<file path="src/rtl/pkt_rx_pkg.sv">
package pkt_rx_pkg;

  typedef enum logic [1:0] {
    ST_NFM  = 2'd0,
    ST_OK   = 2'd1,
    ST_SIZE = 2'd2,
    ST_IO   = 2'd3
  } rx_status_e;

  typedef enum logic [1:0] {
    S_DEST,
    S_LEN,
    S_PAY,
    S_DROP
  } rx_state_e;

  localparam int NUM_CNT = 3;
  localparam logic [7:0] BCAST_ADDR = 8'hFF;

  // counter index -> outcome it counts
  function automatic rx_status_e cnt_code(input int idx);
    case (idx)
      0:       return ST_OK;
      1:       return ST_SIZE;
      default: return ST_IO;
    endcase
  endfunction

endpackage

</file>
<file path="src/rtl/pkt_rx_addr_match.sv">
module pkt_rx_addr_match
  import pkt_rx_pkg::*;
(
  input  logic [7:0] dest_i,
  input  logic [7:0] node_i,
  output logic       hit_o
);
  logic uni, bc;
  assign uni   = (dest_i == node_i);
  assign bc    = (dest_i == BCAST_ADDR);
  assign hit_o = uni | bc;
endmodule

</file>
<file path="src/rtl/pkt_rx_size_chk.sv">
module pkt_rx_size_chk #(
  parameter int CAP_W = 8
) (
  input  logic [CAP_W-1:0] cap_i,
  input  logic [7:0]       len_i,
  output logic             cap_ok_o,
  output logic             fit_o,
  output logic [8:0]       adj_o
);
  localparam int SW = ((CAP_W > 9) ? CAP_W : 9) + 2;

  logic [SW-1:0] have, need;

  assign have     = SW'(cap_i);
  assign adj_o    = 9'(len_i) + 9'd1;
  // header (2) + payload + check byte
  assign need     = SW'(adj_o) + SW'(2);
  assign cap_ok_o = (have >= SW'(3));
  assign fit_o    = (need <= have);
endmodule

</file>
<file path="src/rtl/pkt_rx_sat_ctr.sv">
module pkt_rx_sat_ctr #(
  parameter int W = 16
) (
  input  logic         clk_i,
  input  logic         rst_ni,
  input  logic         inc_i,
  output logic [W-1:0] q_o
);
  localparam logic [W-1:0] MAX = '1;

  always_ff @(posedge clk_i or negedge rst_ni) begin
    if (!rst_ni)                 q_o <= '0;
    else if (inc_i && q_o != MAX) q_o <= q_o + 1'b1;
  end

  AST_CNT_HOLD_MAX: assert property (@(posedge clk_i) disable iff (!rst_ni)
    (q_o == MAX) |=> (q_o == MAX));
  AST_CNT_STEP: assert property (@(posedge clk_i) disable iff (!rst_ni)
    (inc_i && q_o != MAX) |=> (q_o == $past(q_o) + 1'b1));
  AST_CNT_QUIET: assert property (@(posedge clk_i) disable iff (!rst_ni)
    !inc_i |=> $stable(q_o));
endmodule

</file>
<file path="src/rtl/pkt_rx_filter.sv">
module pkt_rx_filter
  import pkt_rx_pkg::*;
#(
  parameter int CAP_W = 8,
  parameter int CNT_W = 16
) (
  input  logic             clk_i,
  input  logic             rst_ni,
  input  logic [7:0]       node_addr_i,
  input  logic [CAP_W-1:0] buf_cap_i,
  input  logic             byte_vld_i,
  input  logic [7:0]       byte_i,
  input  logic             byte_err_i,
  input  logic             idle_i,
  output logic             wr_en_o,
  output logic [CAP_W-1:0] wr_addr_o,
  output logic [7:0]       wr_data_o,
  output logic             done_o,
  output logic [1:0]       status_o,
  input  logic [1:0]       cnt_sel_i,
  output logic [CNT_W-1:0] cnt_o
);

  rx_state_e        state_q, state_d;
  logic [CAP_W-1:0] ptr_q, ptr_d;
  logic [8:0]       rem_q, rem_d;

  logic             hit, cap_ok, fit;
  logic [8:0]       adj;

  logic             wr_d;
  logic [CAP_W-1:0] waddr_d;
  logic [7:0]       wdata_d;
  logic             fin;
  rx_status_e       code;

  logic             ev_byte;
  assign ev_byte = byte_vld_i & ~byte_err_i;

  pkt_rx_addr_match u_match (
    .dest_i (byte_i),
    .node_i (node_addr_i),
    .hit_o  (hit)
  );

  pkt_rx_size_chk #(.CAP_W(CAP_W)) u_size (
    .cap_i    (buf_cap_i),
    .len_i    (byte_i),
    .cap_ok_o (cap_ok),
    .fit_o    (fit),
    .adj_o    (adj)
  );

  always_comb begin
    state_d = state_q;
    ptr_d   = ptr_q;
    rem_d   = rem_q;
    wr_d    = 1'b0;
    waddr_d = ptr_q;
    wdata_d = byte_i;
    fin     = 1'b0;
    code    = ST_NFM;
    unique case (state_q)
      S_DEST: begin
        if (byte_vld_i || byte_err_i) begin
          if (!cap_ok) begin
            fin = 1'b1; code = ST_SIZE; state_d = S_DROP;
          end else if (byte_err_i) begin
            fin = 1'b1; code = ST_IO; state_d = S_DROP;
          end else if (hit) begin
            wr_d    = 1'b1;
            waddr_d = '0;
            ptr_d   = CAP_W'(1);
            state_d = S_LEN;
          end else begin
            fin = 1'b1; code = ST_NFM; state_d = S_DROP;
          end
        end
      end
      S_LEN: begin
        if (idle_i) begin
          fin = 1'b1; code = ST_IO; state_d = S_DEST;
        end else if (byte_err_i) begin
          fin = 1'b1; code = ST_IO; state_d = S_DROP;
        end else if (ev_byte) begin
          if (!fit) begin
            fin = 1'b1; code = ST_SIZE; state_d = S_DROP;
          end else begin
            wr_d    = 1'b1;
            wdata_d = adj[7:0];
            ptr_d   = ptr_q + 1'b1;
            rem_d   = adj;
            state_d = S_PAY;
          end
        end
      end
      S_PAY: begin
        if (idle_i) begin
          fin = 1'b1; code = ST_IO; state_d = S_DEST;
        end else if (byte_err_i) begin
          fin = 1'b1; code = ST_IO; state_d = S_DROP;
        end else if (ev_byte) begin
          wr_d  = 1'b1;
          ptr_d = ptr_q + 1'b1;
          rem_d = rem_q - 9'd1;
          if (rem_q == 9'd1) begin
            fin = 1'b1; code = ST_OK; state_d = S_DEST;
          end
        end
      end
      S_DROP: begin
        if (idle_i) state_d = S_DEST;
      end
      default: state_d = S_DEST;
    endcase
  end

  always_ff @(posedge clk_i or negedge rst_ni) begin
    if (!rst_ni) begin
      state_q   <= S_DEST;
      ptr_q     <= '0;
      rem_q     <= '0;
      wr_en_o   <= 1'b0;
      wr_addr_o <= '0;
      wr_data_o <= '0;
      done_o    <= 1'b0;
      status_o  <= 2'(ST_NFM);
    end else begin
      state_q   <= state_d;
      ptr_q     <= ptr_d;
      rem_q     <= rem_d;
      wr_en_o   <= wr_d;
      wr_addr_o <= waddr_d;
      wr_data_o <= wdata_d;
      done_o    <= fin;
      if (fin) status_o <= 2'(code);
    end
  end

  logic [CNT_W-1:0] cnt_q [NUM_CNT];

  for (genvar g = 0; g < NUM_CNT; g++) begin : g_cnt
    logic inc;
    assign inc = fin && (code == cnt_code(g));
    pkt_rx_sat_ctr #(.W(CNT_W)) u_ctr (
      .clk_i  (clk_i),
      .rst_ni (rst_ni),
      .inc_i  (inc),
      .q_o    (cnt_q[g])
    );
  end

  always_comb begin
    cnt_o = '0;
    for (int i = 0; i < NUM_CNT; i++)
      if (cnt_sel_i == 2'(i)) cnt_o = cnt_q[i];
  end

  AST_WR_IN_CAP: assert property (@(posedge clk_i) disable iff (!rst_ni)
    wr_en_o |-> (wr_addr_o < $past(buf_cap_i)));
  AST_HDR_ADDR: assert property (@(posedge clk_i) disable iff (!rst_ni)
    (wr_en_o && wr_addr_o == '0) |->
      (wr_data_o == BCAST_ADDR || wr_data_o == $past(node_addr_i)));
  AST_NO_WR_ON_ERR: assert property (@(posedge clk_i) disable iff (!rst_ni)
    !(wr_en_o && done_o && status_o != 2'(ST_OK)));
  AST_DROP_SILENT: assert property (@(posedge clk_i) disable iff (!rst_ni)
    (state_q == S_DROP) |=> !wr_en_o && !done_o);

endmodule

</file>
<file path="config.mk">
export PLATFORM = sky130hd
export DESIGN_NAME = pkt_rx_filter
export DESIGN_NICKNAME = d
export VERILOG_FILES = /design/src/rtl/pkt_rx_pkg.sv /design/src/rtl/pkt_rx_addr_match.sv /design/src/rtl/pkt_rx_size_chk.sv /design/src/rtl/pkt_rx_sat_ctr.sv /design/src/rtl/pkt_rx_filter.sv
export SDC_FILE = /design/constraint.sdc
export NUM_CORES = 1
export LEC_CHECK = 0
export BUFFER_PORTS_ARGS = -buffer_cell sky130_fd_sc_hd__buf_2
export CORE_MARGIN = 3
export CORE_UTILIZATION = 45
export CTS_CLUSTER_SIZE = 25
export DETAILED_ROUTE_END_ITERATION = 16
export GPL_TIMING_DRIVEN = 1
export PLACE_DENSITY = 0.78
export SYNTH_ARGS = -nofsm -noshare
export SYNTH_HDL_FRONTEND = slang
export SYNTH_HIERARCHICAL = 1
export SYNTH_SLANG_ARGS = --single-unit
</file>
<file path="constraint.sdc">
create_clock -name clk_i -period 2.65 [get_ports clk_i]
set_input_delay 0.53 -clock clk_i [delete_from_list [all_inputs] [get_ports clk_i]]
set_output_delay 0.53 -clock clk_i [all_outputs]
set_load 0.01 [all_outputs]
</file>
==> flow_results.xml <==
<?xml version="1.0" encoding="UTF-8"?>
<metrics>
  <group name="power_and_ir_drop">
    <metric name="irDropWorstVdd" unit="mV">0.3934</metric>
    <metric name="totalPowerFinal" unit="µW">6442</metric>
    <metric name="p_per_area" unit="nW/µm²">820.6</metric>
    <metric name="p_leak" unit="µW">0.003549</metric>
  </group>
  <group name="critical_path">
    <metric name="critical_path_arrival" unit="ps">4410</metric>
    <metric name="criticalPathCategory" unit="">input pin to register</metric>
    <metric name="critical_path_peak_fanout" unit="">8</metric>
    <metric name="critPathRequiredTime" unit="ps">2910</metric>
    <metric name="critPathLaunchType" unit="">input pin</metric>
    <metric name="timing.critical_path.to_type" unit="">register</metric>
  </group>
  <group name="placed_design">
    <metric name="post_dp_cell_area" unit="µm²">7062</metric>
    <metric name="post_detail_place_hpwl" unit="mm">11.68</metric>
    <metric name="numPortBuffers" unit="">66</metric>
    <metric name="globalplace.congestion" unit="">0.9510</metric>
  </group>
  <group name="status">
    <metric name="violations_in_the_final_reports" unit="">negative setup slack</metric>
    <metric name="run_status" unit="">complete, but fails checks</metric>
  </group>
  <group name="floorplanning">
    <metric name="chipWidth" unit="µm">119.7</metric>
    <metric name="ioPinCount" unit="">67</metric>
    <metric name="die_area" unit="µm²">14320</metric>
    <metric name="start_util" unit="%">47.22</metric>
    <metric name="core_area" unit="µm²">12310</metric>
    <metric name="std_cell_rows" unit="">40</metric>
    <metric name="chipHeight" unit="µm">119.7</metric>
  </group>
  <group name="cts">
    <metric name="cts_tree" unit="">done</metric>
    <metric name="clock_path_buffers" unit="">2</metric>
    <metric name="clock_root_cell" unit="">clkbuf_16</metric>
    <metric name="tritoncts.num_buffers" unit="">9</metric>
    <metric name="clkLatencyLatePin" unit="ps">350</metric>
    <metric name="clk_pin_slew_worst_paths" unit="ps">60</metric>
    <metric name="ctsHoldBuffers" unit="">0</metric>
    <metric name="maximum_level_of_the_cts_h_tree" unit="">3</metric>
    <metric name="tritoncts_num_sinks" unit="">87</metric>
  </group>
  <group name="detailed_routing">
    <metric name="finalWirelength" unit="mm">17.00</metric>
    <metric name="detail_route.wl_per_cell" unit="µm">18.48</metric>
    <metric name="drc_errors" unit="">0</metric>
    <metric name="via_count" unit="">5646</metric>
    <metric name="route.detailed.vias_per_inst" unit="">6.137</metric>
    <metric name="postRouteAntennaNets" unit="">0</metric>
    <metric name="first_iter_violations" unit="">659</metric>
    <metric name="drtPass1Iterations" unit="">6</metric>
  </group>
  <group name="synth">
    <metric name="synth_area" unit="µm²">5813</metric>
    <metric name="yosys.area.top_type" unit="">dfrtp_1</metric>
    <metric name="synth.ff_latch_count" unit="">87</metric>
    <metric name="synth.distinct_cells" unit="">74</metric>
    <metric name="synth_cells" unit="">585</metric>
    <metric name="dominantRegCellSynth" unit="">dfrtp_1</metric>
    <metric name="synth-seq-area-share" unit="%">37.45</metric>
    <metric name="syn_avg_cell_area" unit="µm²">9.937</metric>
    <metric name="synth_top_cell_area_share" unit="%">37.45</metric>
    <metric name="synth_edf_count" unit="">0</metric>
    <metric name="synth.top_cells.by_area" unit="">dfrtp_1 37%, xnor2_1 4.8%, ha_1 4.5%, mux2i_1 3.6%, nand4_1 3.6%</metric>
    <metric name="postSynthNetCount" unit="">637</metric>
    <metric name="synth_async_sr_flop_share" unit="%">100.0</metric>
    <metric name="synth_warnings" unit="">6</metric>
  </group>
  <group name="timing">
    <metric name="timing_max_transition_violations_final" unit="">0</metric>
    <metric name="unrepaired_setup_endpoints_after_global_routing" unit="">yes</metric>
    <metric name="tightestPinTransition" unit="ps">1014</metric>
    <metric name="minimum_period_implied_by_the_final_worst_setup_slack" unit="ps">4158</metric>
    <metric name="final_min_period_over_clock_period" unit="%">156.9</metric>
    <metric name="final_setup_slack_of_the_worst_path" unit="ps">-1508</metric>
    <metric name="fin_skew" unit="ps">9.905</metric>
    <metric name="finalHoldViolCount" unit="">0</metric>
    <metric name="timing.max_slew.rel_slack" unit="%">32.22</metric>
    <metric name="report.final.setup_viol" unit="">78</metric>
    <metric name="max_freq" unit="MHz">240.5</metric>
  </group>
  <group name="final_layout">
    <metric name="fill_cells" unit="">944</metric>
    <metric name="antenna-diode-count" unit="">0</metric>
    <metric name="final_layout_size_suffix_gt1_share" unit="%">39.76</metric>
    <metric name="finalInstanceArea" unit="µm²">7851</metric>
    <metric name="final_cell_mix" unit="">94 x buf_4, 87 x dfrtp_1, 61 x buf_2, 45 x nand2_1, 33 x nand4_1</metric>
    <metric name="finish.utilization" unit="%">63.77</metric>
    <metric name="nNetsFinal" unit="">800</metric>
    <metric name="syn2layout_area_growth" unit="%">35.06</metric>
    <metric name="layout.cells.most_common" unit="">buf_4</metric>
  </group>
  <group name="global_route">
    <metric name="antenna_found_initial" unit="">0</metric>
    <metric name="globalRouteOverflowTotal" unit="">0</metric>
    <metric name="vias_in_the_first_global_route" unit="">5569</metric>
    <metric name="gr-usage-all-layers" unit="%">23.25</metric>
    <metric name="grt_max_degree" unit="">45</metric>
    <metric name="grt_first_pass_wirelength" unit="mm">27.18</metric>
  </group>
  <group name="run">
    <metric name="maxCapViolCount" unit="">0</metric>
  </group>
  <group name="hold_path">
    <metric name="hold_path_class" unit="">input pin to async pin</metric>
  </group>
</metrics>
-- report_power, final --
| group | switching, µW | internal (µW) |
|---|---|---|
| Clock | 513 | 775 |
| Combinational | 1680 | 1570 |
| Sequential | 301 | 1610 |
-- sequential cells by signal, summed over array words and instances (netlist names) --
register and flops:
done_o 1, g_cnt.u_ctr/q_o 48, ptr_q 8, rem_q 9, state_q 2, status_o 2, wr_addr_o 8, wr_data_o 8
wr_en_o 1
-- cells by family after synthesis --
family,synth area share (%)
adders and majority gates,4.520
buffers and inverters,3.164
xor gates and xnor gates,6.177
and+or+nand+nor,26.04
DFF,37.45
AOI/OAI and AO/OA,16.51
muxes,6.134
-- cells in the mapped netlist (11+ instances only) --
cell	instances
and2_1	11
nand3_1	26
a31oi_1	14
mux2i_1	21
o21a_1	18
nand2_1	50
dfrtp_1	87
nor2_1	15
clkbuf_1	11
nand4_1	33
a21oi_1	19
ha_1	21
o21ai_0	33
inv_1	20
xnor2_1	32
-- area by class of cell --
| class | count | area, µm² | area share, % |
|---|---|---|---|
| timing repair buffer | 172 | 1232 | 15.70 |
| clock inverter | 3 | 42.54 | 0.5418 |
| sequential | 87 | 2177 | 27.73 |
| inverter | 21 | 81.33 | 1.036 |
| clock buffer | 12 | 256.5 | 3.267 |
| multi-input combinational | 457 | 3851 | 49.05 |
| tap | 168 | 210.2 | 2.677 |
-- through the flow --
stage          setup WS (ps)  TNS (ps)  hold slack (ps)  std cells
2_1_floorplan          -1422    -82330            234.4        585
6_report               -1508    -86490            180.8        920
3_3_place_gp           -1789   -111290            465.5        887
5_1_grt                -1744   -104110            227.5        920
4_1_cts                -1477    -85360            202.1        915
3_5_place_dp           -1926   -119070            475.1        887
-- critical path, stage by stage --
cell and delay, ps:
buf_8 90, ha_4 220, inv_4 60, nor4b_4 260, a41oi_2 80, a31oi_2 250, xor2_1 110, ha_1 300
and4_1 190, nand2_1 50, o21ai_1 70, a31oi_1 60, a311oi_2 310, buf_4 210, inv_2 40, a21oi_2 140
o22ai_2 90, buf_4 150, nor3b_4 240, buf_6 160, nand2_4 60, nor4_4 350, nand4_1 160, xnor2_1 210
-- path summary, 6_finish.rpt --
kind,from,to,slack [ps],depth (start not counted)
min in group clk_i,status_o[0]$_DFFE_PN0P_,status_o[0]$_DFFE_PN0P_,510,1
hold / removal,rst_ni,wr_addr_o[3]$_DFF_PN0_,180,1
setup reg to reg,rem_q[1]$_DFFE_PN0P_,g_cnt[0].u_ctr/q_o[14]$_DFFE_PN0P_,-250,11
hold reg to reg,status_o[0]$_DFFE_PN0P_,status_o[0]$_DFFE_PN0P_,510,1
setup / recovery,byte_i[1],g_cnt[0].u_ctr/q_o[14]$_DFFE_PN0P_,-1510,24
max in group asynchronous,rst_ni,wr_addr_o[4]$_DFF_PN0_,1830,2
-- what timing repair did --
action,CTS,global route
resized for setup,47,39
buffers inserted,13,5
cloned,1,0
pin swaps,29,31
endpoints found under the setup margin,78,87
-- routing by layer --
| layer | GRT usage [%] | wire [µm] |
|---|---|---|
| met4 | 11.10 | 547 |
| met5 | 0 | 0 |
| met2 | 38.56 | 8302 |
| met1 | 30.48 | 7016 |
| met3 | 2.498 | 1137 |
(Power assumes the default switching activity.)
